File: config.mk
export PLATFORM = sky130hd
export DESIGN_NAME = pwm_timebase
export DESIGN_NICKNAME = d
export VERILOG_FILES = /design/src/rtl/pwm_tbase_pkg.sv /design/src/rtl/pwm_tbase_regs.sv /design/src/rtl/pwm_tbase_prescale.sv /design/src/rtl/pwm_tbase_period.sv /design/src/rtl/pwm_tbase_core.sv /design/src/rtl/pwm_timebase.sv
export SDC_FILE = /design/constraint.sdc
export NUM_CORES = 1
export LEC_CHECK = 0
export BUFFER_PORTS_ARGS = -buffer_cell sky130_fd_sc_hd__buf_2
export CAP_MARGIN = 20
export CORE_MARGIN = 2
export CORE_UTILIZATION = 50
export DETAILED_ROUTE_END_ITERATION = 8
export GPL_TIMING_DRIVEN = 0
export PLACE_DENSITY = 0.75
export SLEW_MARGIN = 5
export SYNTH_ARGS = -nofsm -noshare
export SYNTH_HDL_FRONTEND = slang
export SYNTH_HIERARCHICAL = 1
export SYNTH_SLANG_ARGS = --single-unit
export TNS_END_PERCENT = 10
File: constraint.sdc
create_clock -name clk -period 5.85 [get_ports clk]
set_input_delay 0.8775 -clock clk [delete_from_list [all_inputs] [get_ports clk]]
set_output_delay 0.8775 -clock clk [all_outputs]
set_load 0.05 [all_outputs]
File: src/rtl/pwm_tbase_pkg.sv
`timescale 1ns/1ps
package pwm_tbase_pkg;

  localparam int CTL_W   = 16;
  localparam int PS_FW   = 3;   // fast prescaler field width
  localparam int PS_SW   = 3;   // slow prescaler field width

  // bit positions decoded by the write port
  localparam int MODE_LSB = 0;
  localparam int IMM_BIT  = 3;
  localparam int FAST_LSB = 7;
  localparam int SLOW_LSB = 10;
  localparam int RUN_LSB  = 14;

  typedef enum logic [1:0] {
    CM_UP   = 2'b00,
    CM_DOWN = 2'b01,
    CM_UPDN = 2'b10,
    CM_HOLD = 2'b11
  } cnt_mode_e;

  typedef struct packed {
    logic [1:0]       run;
    logic [PS_SW-1:0] ps_slow;
    logic [PS_FW-1:0] ps_fast;
    logic             prd_imm;
    cnt_mode_e        mode;
  } ctl_t;

endpackage

File: src/rtl/pwm_tbase_regs.sv
`timescale 1ns/1ps
module pwm_tbase_regs
  import pwm_tbase_pkg::*;
#(
  parameter int ADDR_W = 2
) (
  input  logic                clk,
  input  logic                rst_n,
  input  logic                wr_en,
  input  logic [ADDR_W-1:0]   wr_addr,
  input  logic [CTL_W-1:0]    wr_data,
  output ctl_t                ctl,
  output logic                prd_wr
);

  localparam logic [ADDR_W-1:0] CTL_ADDR = ADDR_W'(0);
  localparam logic [ADDR_W-1:0] PRD_ADDR = ADDR_W'(1);

  logic ctl_wr;
  assign ctl_wr = wr_en && (wr_addr == CTL_ADDR);
  assign prd_wr = wr_en && (wr_addr == PRD_ADDR);

  // reserved control bits are dropped
  logic unused_ctl_bits;
  assign unused_ctl_bits = ^{wr_data[13], wr_data[6:4], wr_data[2]};

  always_ff @(posedge clk or negedge rst_n) begin
    if (!rst_n) begin
      ctl <= '0;
    end else if (ctl_wr) begin
      ctl.run     <= wr_data[RUN_LSB +: 2];
      ctl.ps_slow <= wr_data[SLOW_LSB +: PS_SW];
      ctl.ps_fast <= wr_data[FAST_LSB +: PS_FW];
      ctl.prd_imm <= wr_data[IMM_BIT];
      ctl.mode    <= cnt_mode_e'(wr_data[MODE_LSB +: 2]);
    end
  end

endmodule

File: src/rtl/pwm_tbase_prescale.sv
`timescale 1ns/1ps
module pwm_tbase_prescale
  import pwm_tbase_pkg::*;
(
  input  logic             clk,
  input  logic             rst_n,
  input  logic [PS_FW-1:0] fast_sel,
  input  logic [PS_SW-1:0] slow_sel,
  output logic             tick
);

  localparam int FAST_DW = PS_FW + 1;                   // holds 2*h
  localparam int PS_W    = FAST_DW + (2**PS_SW) - 1;    // holds F * 2^S
  localparam logic [PS_W-1:0] PS_ONE = PS_W'(1);

  logic [FAST_DW-1:0] fast_div;
  logic [PS_W-1:0]    div_total;
  logic [PS_W-1:0]    ps_cnt;

  assign fast_div  = (fast_sel == '0) ? FAST_DW'(1) : {fast_sel, 1'b0};
  assign div_total = {{(PS_W-FAST_DW){1'b0}}, fast_div} << slow_sel;

  // ">=" so that shrinking the divide mid-interval still closes it
  assign tick = (ps_cnt >= (div_total - PS_ONE));

  always_ff @(posedge clk or negedge rst_n) begin
    if (!rst_n)    ps_cnt <= '0;
    else if (tick) ps_cnt <= '0;
    else           ps_cnt <= ps_cnt + PS_ONE;
  end

endmodule

File: src/rtl/pwm_tbase_period.sv
`timescale 1ns/1ps
module pwm_tbase_period
  import pwm_tbase_pkg::*;
#(
  parameter int               CNT_W   = 16,
  parameter logic [CNT_W-1:0] RST_PRD = '1
) (
  input  logic             clk,
  input  logic             rst_n,
  input  logic             prd_wr,
  input  logic             prd_imm,
  input  logic [CTL_W-1:0] wr_data,
  input  logic             zero_load,
  output logic [CNT_W-1:0] prd_act
);

  logic [CNT_W-1:0] prd_shd;
  logic [CNT_W-1:0] wr_val;

  assign wr_val = wr_data[CNT_W-1:0];

  generate
    if (CNT_W < CTL_W) begin : g_narrow
      logic unused_hi;
      assign unused_hi = ^wr_data[CTL_W-1:CNT_W];
    end
  endgenerate

  always_ff @(posedge clk or negedge rst_n) begin
    if (!rst_n) begin
      prd_act <= RST_PRD;
      prd_shd <= RST_PRD;
    end else if (prd_wr && prd_imm) begin
      prd_act <= wr_val;
      prd_shd <= wr_val;
    end else begin
      if (zero_load) prd_act <= prd_shd;
      if (prd_wr)    prd_shd <= wr_val;
    end
  end

endmodule

File: src/rtl/pwm_tbase_core.sv
`timescale 1ns/1ps
module pwm_tbase_core
  import pwm_tbase_pkg::*;
#(
  parameter int CNT_W = 16
) (
  input  logic             clk,
  input  logic             rst_n,
  input  logic             tick,
  input  cnt_mode_e        mode,
  input  logic [1:0]       run,
  input  logic [CNT_W-1:0] prd,
  output logic [CNT_W-1:0] cnt,
  output logic             evt_zero,
  output logic             evt_prd,
  output logic             zero_load
);

  localparam logic [CNT_W-1:0] ONE = CNT_W'(1);

  logic             dir_up, dir_nxt;
  logic [CNT_W-1:0] nxt;
  logic             run_ok, advance;

  assign run_ok    = run[1] || ((run == 2'b01) && (cnt != '0));
  assign advance   = tick && (mode != CM_HOLD) && run_ok;
  assign zero_load = advance && (nxt == '0);

  always_comb begin
    nxt     = cnt;
    dir_nxt = dir_up;
    unique case (mode)
      CM_UP: begin
        dir_nxt = 1'b1;
        nxt     = (cnt >= prd) ? '0 : cnt + ONE;
      end
      CM_DOWN: begin
        dir_nxt = 1'b0;
        nxt     = (cnt == '0) ? prd : cnt - ONE;
      end
      CM_UPDN: begin
        if (dir_up) begin
          if (cnt >= prd) begin
            dir_nxt = 1'b0;
            nxt     = (cnt == '0) ? '0 : cnt - ONE;
          end else begin
            nxt = cnt + ONE;
          end
        end else begin
          if (cnt == '0) begin
            dir_nxt = 1'b1;
            nxt     = (prd == '0) ? '0 : ONE;
          end else begin
            nxt = cnt - ONE;
          end
        end
      end
      default: begin
        nxt     = cnt;
        dir_nxt = dir_up;
      end
    endcase
  end

  always_ff @(posedge clk or negedge rst_n) begin
    if (!rst_n) begin
      cnt      <= '0;
      dir_up   <= 1'b1;
      evt_zero <= 1'b0;
      evt_prd  <= 1'b0;
    end else begin
      evt_zero <= advance && (nxt == '0);
      evt_prd  <= advance && (nxt == prd);
      if (advance) begin
        cnt    <= nxt;
        dir_up <= dir_nxt;
      end
    end
  end

endmodule

File: src/rtl/pwm_timebase.sv
`timescale 1ns/1ps
module pwm_timebase
  import pwm_tbase_pkg::*;
#(
  parameter int               CNT_W   = 16,
  parameter int               ADDR_W  = 2,
  parameter logic [CNT_W-1:0] RST_PRD = '1
) (
  input  logic              clk,
  input  logic              rst_n,
  input  logic              wr_en,
  input  logic [ADDR_W-1:0] wr_addr,
  input  logic [15:0]       wr_data,
  output logic [CNT_W-1:0]  tb_count,
  output logic              evt_zero,
  output logic              evt_period
);

  ctl_t             ctl;
  cnt_mode_e        cur_mode;
  logic [1:0]       run_ctl;
  logic             prd_wr;
  logic             ps_tick;
  logic             zero_load;
  logic [CNT_W-1:0] prd_act;

  assign cur_mode = ctl.mode;
  assign run_ctl  = ctl.run;

  pwm_tbase_regs #(.ADDR_W(ADDR_W)) u_regs (
    .clk     (clk),
    .rst_n   (rst_n),
    .wr_en   (wr_en),
    .wr_addr (wr_addr),
    .wr_data (wr_data),
    .ctl     (ctl),
    .prd_wr  (prd_wr)
  );

  pwm_tbase_prescale u_ps (
    .clk      (clk),
    .rst_n    (rst_n),
    .fast_sel (ctl.ps_fast),
    .slow_sel (ctl.ps_slow),
    .tick     (ps_tick)
  );

  pwm_tbase_period #(.CNT_W(CNT_W), .RST_PRD(RST_PRD)) u_prd (
    .clk       (clk),
    .rst_n     (rst_n),
    .prd_wr    (prd_wr),
    .prd_imm   (ctl.prd_imm),
    .wr_data   (wr_data),
    .zero_load (zero_load),
    .prd_act   (prd_act)
  );

  pwm_tbase_core #(.CNT_W(CNT_W)) u_core (
    .clk       (clk),
    .rst_n     (rst_n),
    .tick      (ps_tick),
    .mode      (cur_mode),
    .run       (run_ctl),
    .prd       (prd_act),
    .cnt       (tb_count),
    .evt_zero  (evt_zero),
    .evt_prd   (evt_period),
    .zero_load (zero_load)
  );

endmodule

---- After elaboration in Yosys (flattened, before gate mapping) ----
Index checks and enable logic that the tools add are counted.
cells by class
  order comparisons ....................... 2
  shifts and indexed selects .............. 1
  multiplexer cells ....................... 18
  reductions and logical operators ........ 20
  $add $sub $neg .......................... 4
  eq/ne operators ......................... 6
operators with widths
  cell                                                                   number
  16-bit 2-to-1 mux                                                      10
  16-bit logical NOT                                                     3
  16-bit one-hot mux with 3 select lines                                 1
  16-bit by 1-bit adder with 16-bit output (second input constant)       1
  16-bit == test                                                         1
  16-bit >= comparator                                                   1
  16-bit nonzero test                                                    1
  16-bit by 1-bit subtractor with 16-bit output (second input constant)  1
  11-bit by 1-bit adder with 11-bit output (second input constant)       1
  11-bit >= comparator                                                   1
  11-bit 2-to-1 mux                                                      1
  4-bit by 3-bit left shift with 11-bit output                           1
  11-bit by 1-bit subtractor with 11-bit output (second input constant)  1
  1-bit logical AND                                                      8
  2-bit by 1-bit == test with 1-bit output (second input constant)       3
  2-bit logical NOT                                                      2
  1-bit 2-to-1 mux                                                       4
  4-bit 2-to-1 mux                                                       1
  2-bit nonzero test                                                     2
  3-bit logical NOT                                                      1
  1-bit one-hot mux with 3 select lines                                  1
  3-bit nonzero test                                                     1
  2-bit == test (second input constant)                                  1
  2-bit inequality test (second input constant)                          1
  other kinds (2)                                                        2
storage, ports and cells
  register bits after elaboration ......... 73
  output and inout bits ................... 18

---- Longest topological paths before layout ----
  depth in word-level cells ............... 10
  gate-level depth with buffers ........... 25
  depth with buffers taken out ............ 21

---- By module ----
Netlist, hierarchy kept.
modules (own cells, without submodules)
  module              seq. area each (um2)  area an instance (um2)  instances  cells an instance
  pwm_tbase_core      476.7                 3099.2                  1          458
  pwm_tbase_period    840.8                 1488.9                  1          106
  pwm_tbase_prescale  275.3                 1398.8                  1          183
  pwm_tbase_regs      275.3                 432.9                   1          25

---- Worst setup path after synthesis ----
No wires, ideal clock.
  path type ............................... register to register
  start point ............................. register u_regs/ctl[5] (netlist name)
  end point ............................... register u_prd.prd_act[10]
  required time ........................... 5.778 ns
  arrival ................................. 4.286 ns
  slack ................................... 1.492 ns
  path buffers ............................ 5
  cell stages (with the launch flop) ...... 26
  path through ............................ dfrtp_1 clkbuf_1 clkbuf_1 nor4_1 o21ai_0 ha_1 inv_1 a221oi_4 nand3_2 o311a_1 a21oi_2 ha_1 o211ai_1 nor2_1 a211oi_1 clkbuf_1 o21ai_0 nand2_1 nor4_1 o2111ai_1 nor2_1 and4b_1 buf_6 buf_8 mux2i_1 o21ai_1
between the ends
  word-level cells in the longest chain between the ends .. 9
RTL lines
  item                                             RTL line                  RTL
  3-bit logical NOT                                pwm_tbase_prescale.sv:20  assign fast_div = (fast_sel == '0) ? FAST_DW'(1) : {fast_sel, 1'b0};
  4-bit 2-to-1 mux *                               pwm_tbase_prescale.sv:20
  4-bit by 3-bit left shift with 11-bit output *   pwm_tbase_prescale.sv:21  assign div_total = {{(PS_W-FAST_DW){1'b0}}, fast_div} << slow_sel;
  11-bit by 1-bit subtractor with 11-bit output *  pwm_tbase_prescale.sv:24  assign tick = (ps_cnt >= (div_total - PS_ONE));
  11-bit >= comparator *                           pwm_tbase_prescale.sv:24
  net ps_tick                                      pwm_timebase.sv:23        logic ps_tick;
  1-bit logical AND * (2 in a row)                 pwm_tbase_core.sv:26      assign advance = tick && (mode != CM_HOLD) && run_ok;
  1-bit logical AND *                              pwm_tbase_core.sv:27      assign zero_load = advance && (nxt == '0);
  net zero_load                                    pwm_timebase.sv:24        logic zero_load;
  2-bit nonzero test (no line) *                   -
  end signal, assigned                             pwm_tbase_period.sv:34    prd_act <= wr_val;
  end signal, assigned                             pwm_tbase_period.sv:37    if (zero_load) prd_act <= prd_shd;
  end, declared                                    pwm_tbase_period.sv:14    output logic [CNT_W-1:0] prd_act
The timed path passes the listed nets; every way through them passes the cells marked *.
A chain may end at the register's enable or synchronous reset.

---- Final worst setup path ----
  start point ............................. register u_regs/ctl[5] (netlist name)
  end point ............................... register u_core.cnt[5]
between the ends
  word-level cells in the longest chain between the ends .. 7
RTL lines
  item                                             RTL line                  RTL
  3-bit logical NOT                                pwm_tbase_prescale.sv:20
  4-bit 2-to-1 mux *                               pwm_tbase_prescale.sv:20
  4-bit by 3-bit left shift with 11-bit output *   pwm_tbase_prescale.sv:21
  11-bit by 1-bit subtractor with 11-bit output *  pwm_tbase_prescale.sv:24
  11-bit >= comparator *                           pwm_tbase_prescale.sv:24
  net ps_tick                                      pwm_timebase.sv:23
  1-bit logical AND * (2 in a row)                 pwm_tbase_core.sv:26
  end signal, assigned                             pwm_tbase_core.sv:75      cnt <= nxt;
  end, declared                                    pwm_tbase_core.sv:13      output logic [CNT_W-1:0] cnt,
Marked as above.

==> flow_metrics.py <==
metrics = {
    "worst_setup_path": {
        "required_ns": 6.04,
        "end_kind": "flop",
        "critPathKind": "reg2reg",
        "cp-start-kind": "flop",
        "reg2reg_depth": 21,
        "cp.arrival_ns": 5.73,
        "crit_path_max_fanout": 10,
    },
    "placement": {
        "dpl_cell_area_mm2": 0.00686,
        "place_ws_ns": 0.513,
        "hpwl_um": 15600,
        "gp_congestion": 1.01,
        "io_buffers": 38,
        "dp_cells": 983,
    },
    "timing": {
        "tns_ns": 0,
        "report.final.slew_viol_count": 0,
        "period_share_pct": 94.8,
        "holdWs_ns": 0.389,
        "finalHoldViolCount": 0,
        "setup_ws_ns": 0.306,
        "relSlewSlack_pct": 31.0,
        "setup_viol_count_final": 0,
        "rsz0062_at_grt": "false",
        "worst_pin_slew_ns": 1.03,
        "finalClockSkew_ns": 0.00876,
        "post-route-min-period_ns": 5.54,
        "timing.fmax_mhz": 180,
    },
    "yosys": {
        "synth_flop_cell": "dfrtp_1",
        "syn_nets": 825,
        "yosysWarnings": 6,
        "syn-cell-area_mm2": 0.00642,
        "syn_area_per_cell_um2": 8.32,
        "yosys-top-cells-area": "dfrtp_1 16%, dfstp_2 14%, ha_1 6.2%",
        "synth-edff-count": 0,
        "synth_top_area_share_pct": 15.6,
        "synth_top_area_cell": "dfrtp_1",
        "seq_area_frac_synth_pct": 29.1,
        "postSynthCellCount": 772,
        "ys_ff_latch": 73,
        "synth_cell_types": 82,
        "async_flop_share_pct": 100,
    },
    "clocking": {
        "cts.repair.resized": 0,
        "cts_sinks": 73,
        "clock_latency_ns": 0.35,
        "cts_max_path_buffers": 2,
        "cts.clk_slew.worst_paths_ns": 0.06,
        "root_buffer": "clkbuf_16",
        "cts_buffers": 9,
        "tritoncts": "done",
        "post_cts_buffers": 0,
        "h-tree-depth": 3,
        "cts_hold_buf": 0,
    },
    "route": {
        "drt-total-wl_um": 21100,
        "post_drt_via_cell_ratio": 6.42,
        "vias": 6411,
        "ant_nets": 0,
        "post-route-drc-count": 0,
        "wl_per_cell_um": 21.1,
        "drt_iter0_markers": 794,
        "dr.pass1.iters": 8,
    },
    "grt": {
        "grt.overflow.total": 0,
        "track_usage_pct": 31.1,
        "grt_max_degree": 62,
        "grt_pass1_vias": 6052,
        "grt_pass1_wl_um": 33800,
        "antenna_found_initial": 0,
    },
    "power": {
        "p_per_area_mw_per_mm2": 540,
        "p_leak_nw": 2.90,
        "ir_worst_vdd_v": 0.000321,
        "power_mw": 3.87,
    },
    "die": {
        "coreArea_mm2": 0.0126,
        "dieArea_mm2": 0.0138,
        "fp.dieW_um": 117,
        "ios": 39,
        "die_h_um": 117,
        "start_util_pct": 51.1,
        "rows": 41,
    },
    "status": {
        "status": "complete, no violations",
    },
    "cells_and_area": {
        "n_antenna_cell": 0,
        "final_cells": 999,
        "drive_gt1_share_pct": 19.0,
        "fin_util_pct": 57.0,
        "nNetsFinal": 875,
        "final_area_mm2": 0.00717,
        "syn2layout_area_growth_pct": 11.6,
    },
    "worst_hold_path": {
        "worstHoldPathType": "in2async",
    },
    "job": {
        "cap_violations": 0,
    },
}
==> power by group <==
group / switching (mW) / internal [mW] / total (mW) / leakage, nW
clock network: 0.228 / 0.341 / 0.569 / 0.153
registers: 0.246 / 0.703 / 0.949 / 0.837
logic: 1.53 / 0.823 / 2.35 / 1.91
==> state kept, by name, indices dropped and copies added, names as in the netlist <==
name	flops
u_core/cnt	16
u_core/dir_up	1
u_core/evt_prd	1
u_core/evt_zero	1
u_prd/prd_act	16
u_prd/prd_shd	16
u_ps/ps_cnt	11
u_regs/ctl	11
==> final timing paths <==
check                                   endpoint  slack (ns)            from
worst min-delay path              u_core/cnt[11]        0.39           rst_n
worst max-delay path               u_core/cnt[5]        0.31   u_regs/ctl[5]
worst min register to register    u_regs/ctl[10]        0.51  u_regs/ctl[10]
min in group clk                  u_regs/ctl[10]        0.51  u_regs/ctl[10]
max in group asynchronous       u_prd/prd_shd[4]        4.85           rst_n
worst max register to register     u_core/cnt[5]        0.31   u_regs/ctl[5]
==> cell type report <==
type                            count  area (um^2)
Buffer                             55          297
Clock buffer                       12          279
Clock inverter                      4         31.3
Fill cell                        1175         5400
Inverter                           36          135
Multi-Input combinational cell    608         4120
Sequential cell                    73         1870
Tap cell                          172          215
Timing Repair Buffer               39          220
==> cells in the final DEF, fill, tap and decap left out, drive strengths merged, types with 15 or more instances in the layout <==
cell    instances
nor2           71
nand2          65
buf            59
a21oi          56
o21ai          51
clkbuf         47
dfrtp          40
inv            37
nand3          36
dfstp          33
ha             32
mux2           31
nor3           24
xnor2          23
mux2i          22
nand4          19
xor2           16
nor4           15
==> synth_stat cells, drive strengths merged (3+ instances only) <==
cell and n:
nor2 71, nand2 65, a21oi 56, o21ai 51
dfrtp 40, inv 36, nand3 36, clkbuf 35
dfstp 33, ha 32, mux2 31, nor3 24
xnor2 23, mux2i 22, buf 20, nand4 19
xor2 16, nor4 15, a211oi 12, o22ai 11
a31oi 9, nand2b 8, or3 8, and3 7
a21o 6, o211ai 6, o21a 5, o221ai 5
and2 4, or4 4, a221o 3, a22oi 3
a2bb2oi 3, a311oi 3, and3b 3, nor2b 3
nor3b 3, o31ai 3, or2 3
==> routing by layer <==
| layer | global-route usage [%] | vias up | wire length, um |
|---|---|---|---|
| met5 | 0 | - | 0 |
| met4 | 15.2 | 0 | 945 |
| met3 | 6.13 | 86 | 2030 |
| met2 | 46.5 | 399 | 9340 |
| met1 | 42.9 | 2987 | 8760 |
| li1 | - | 2939 | - |
==> worst max-delay path, stage by stage (launching register included) <==
cell	delay (ns)
dfrtp_1	0.34
clkbuf_1	0.31
clkbuf_1	0.36
nor4_1	0.10
o21ai_0	0.25
ha_1	0.21
inv_1	0.07
a221oi_4	0.26
nand3_2	0.15
o311a_1	0.33
a21oi_2	0.10
ha_1	0.17
o211ai_1	0.12
nor2_1	0.12
a211oi_1	0.08
clkbuf_1	0.25
o21ai_0	0.26
nand2_1	0.14
nor2_1	0.41
clkbuf_1	0.59
clkbuf_1	0.60
a21oi_1	0.16
==> kinds of logic after synthesis <==
group / Yosys count / share of synthesized area (%)
buffers and inverters: 91 / 6.72
AND/OR/NAND/NOR: 285 / 22.6
flip-flops: 73 / 29.1
AO/OA/AOI/OAI: 198 / 20.1
adder cells (fa/ha/maj): 33 / 6.39
multiplexers: 53 / 9.74
XOR/XNOR: 39 / 5.32
(Power assumes the default switching activity.)
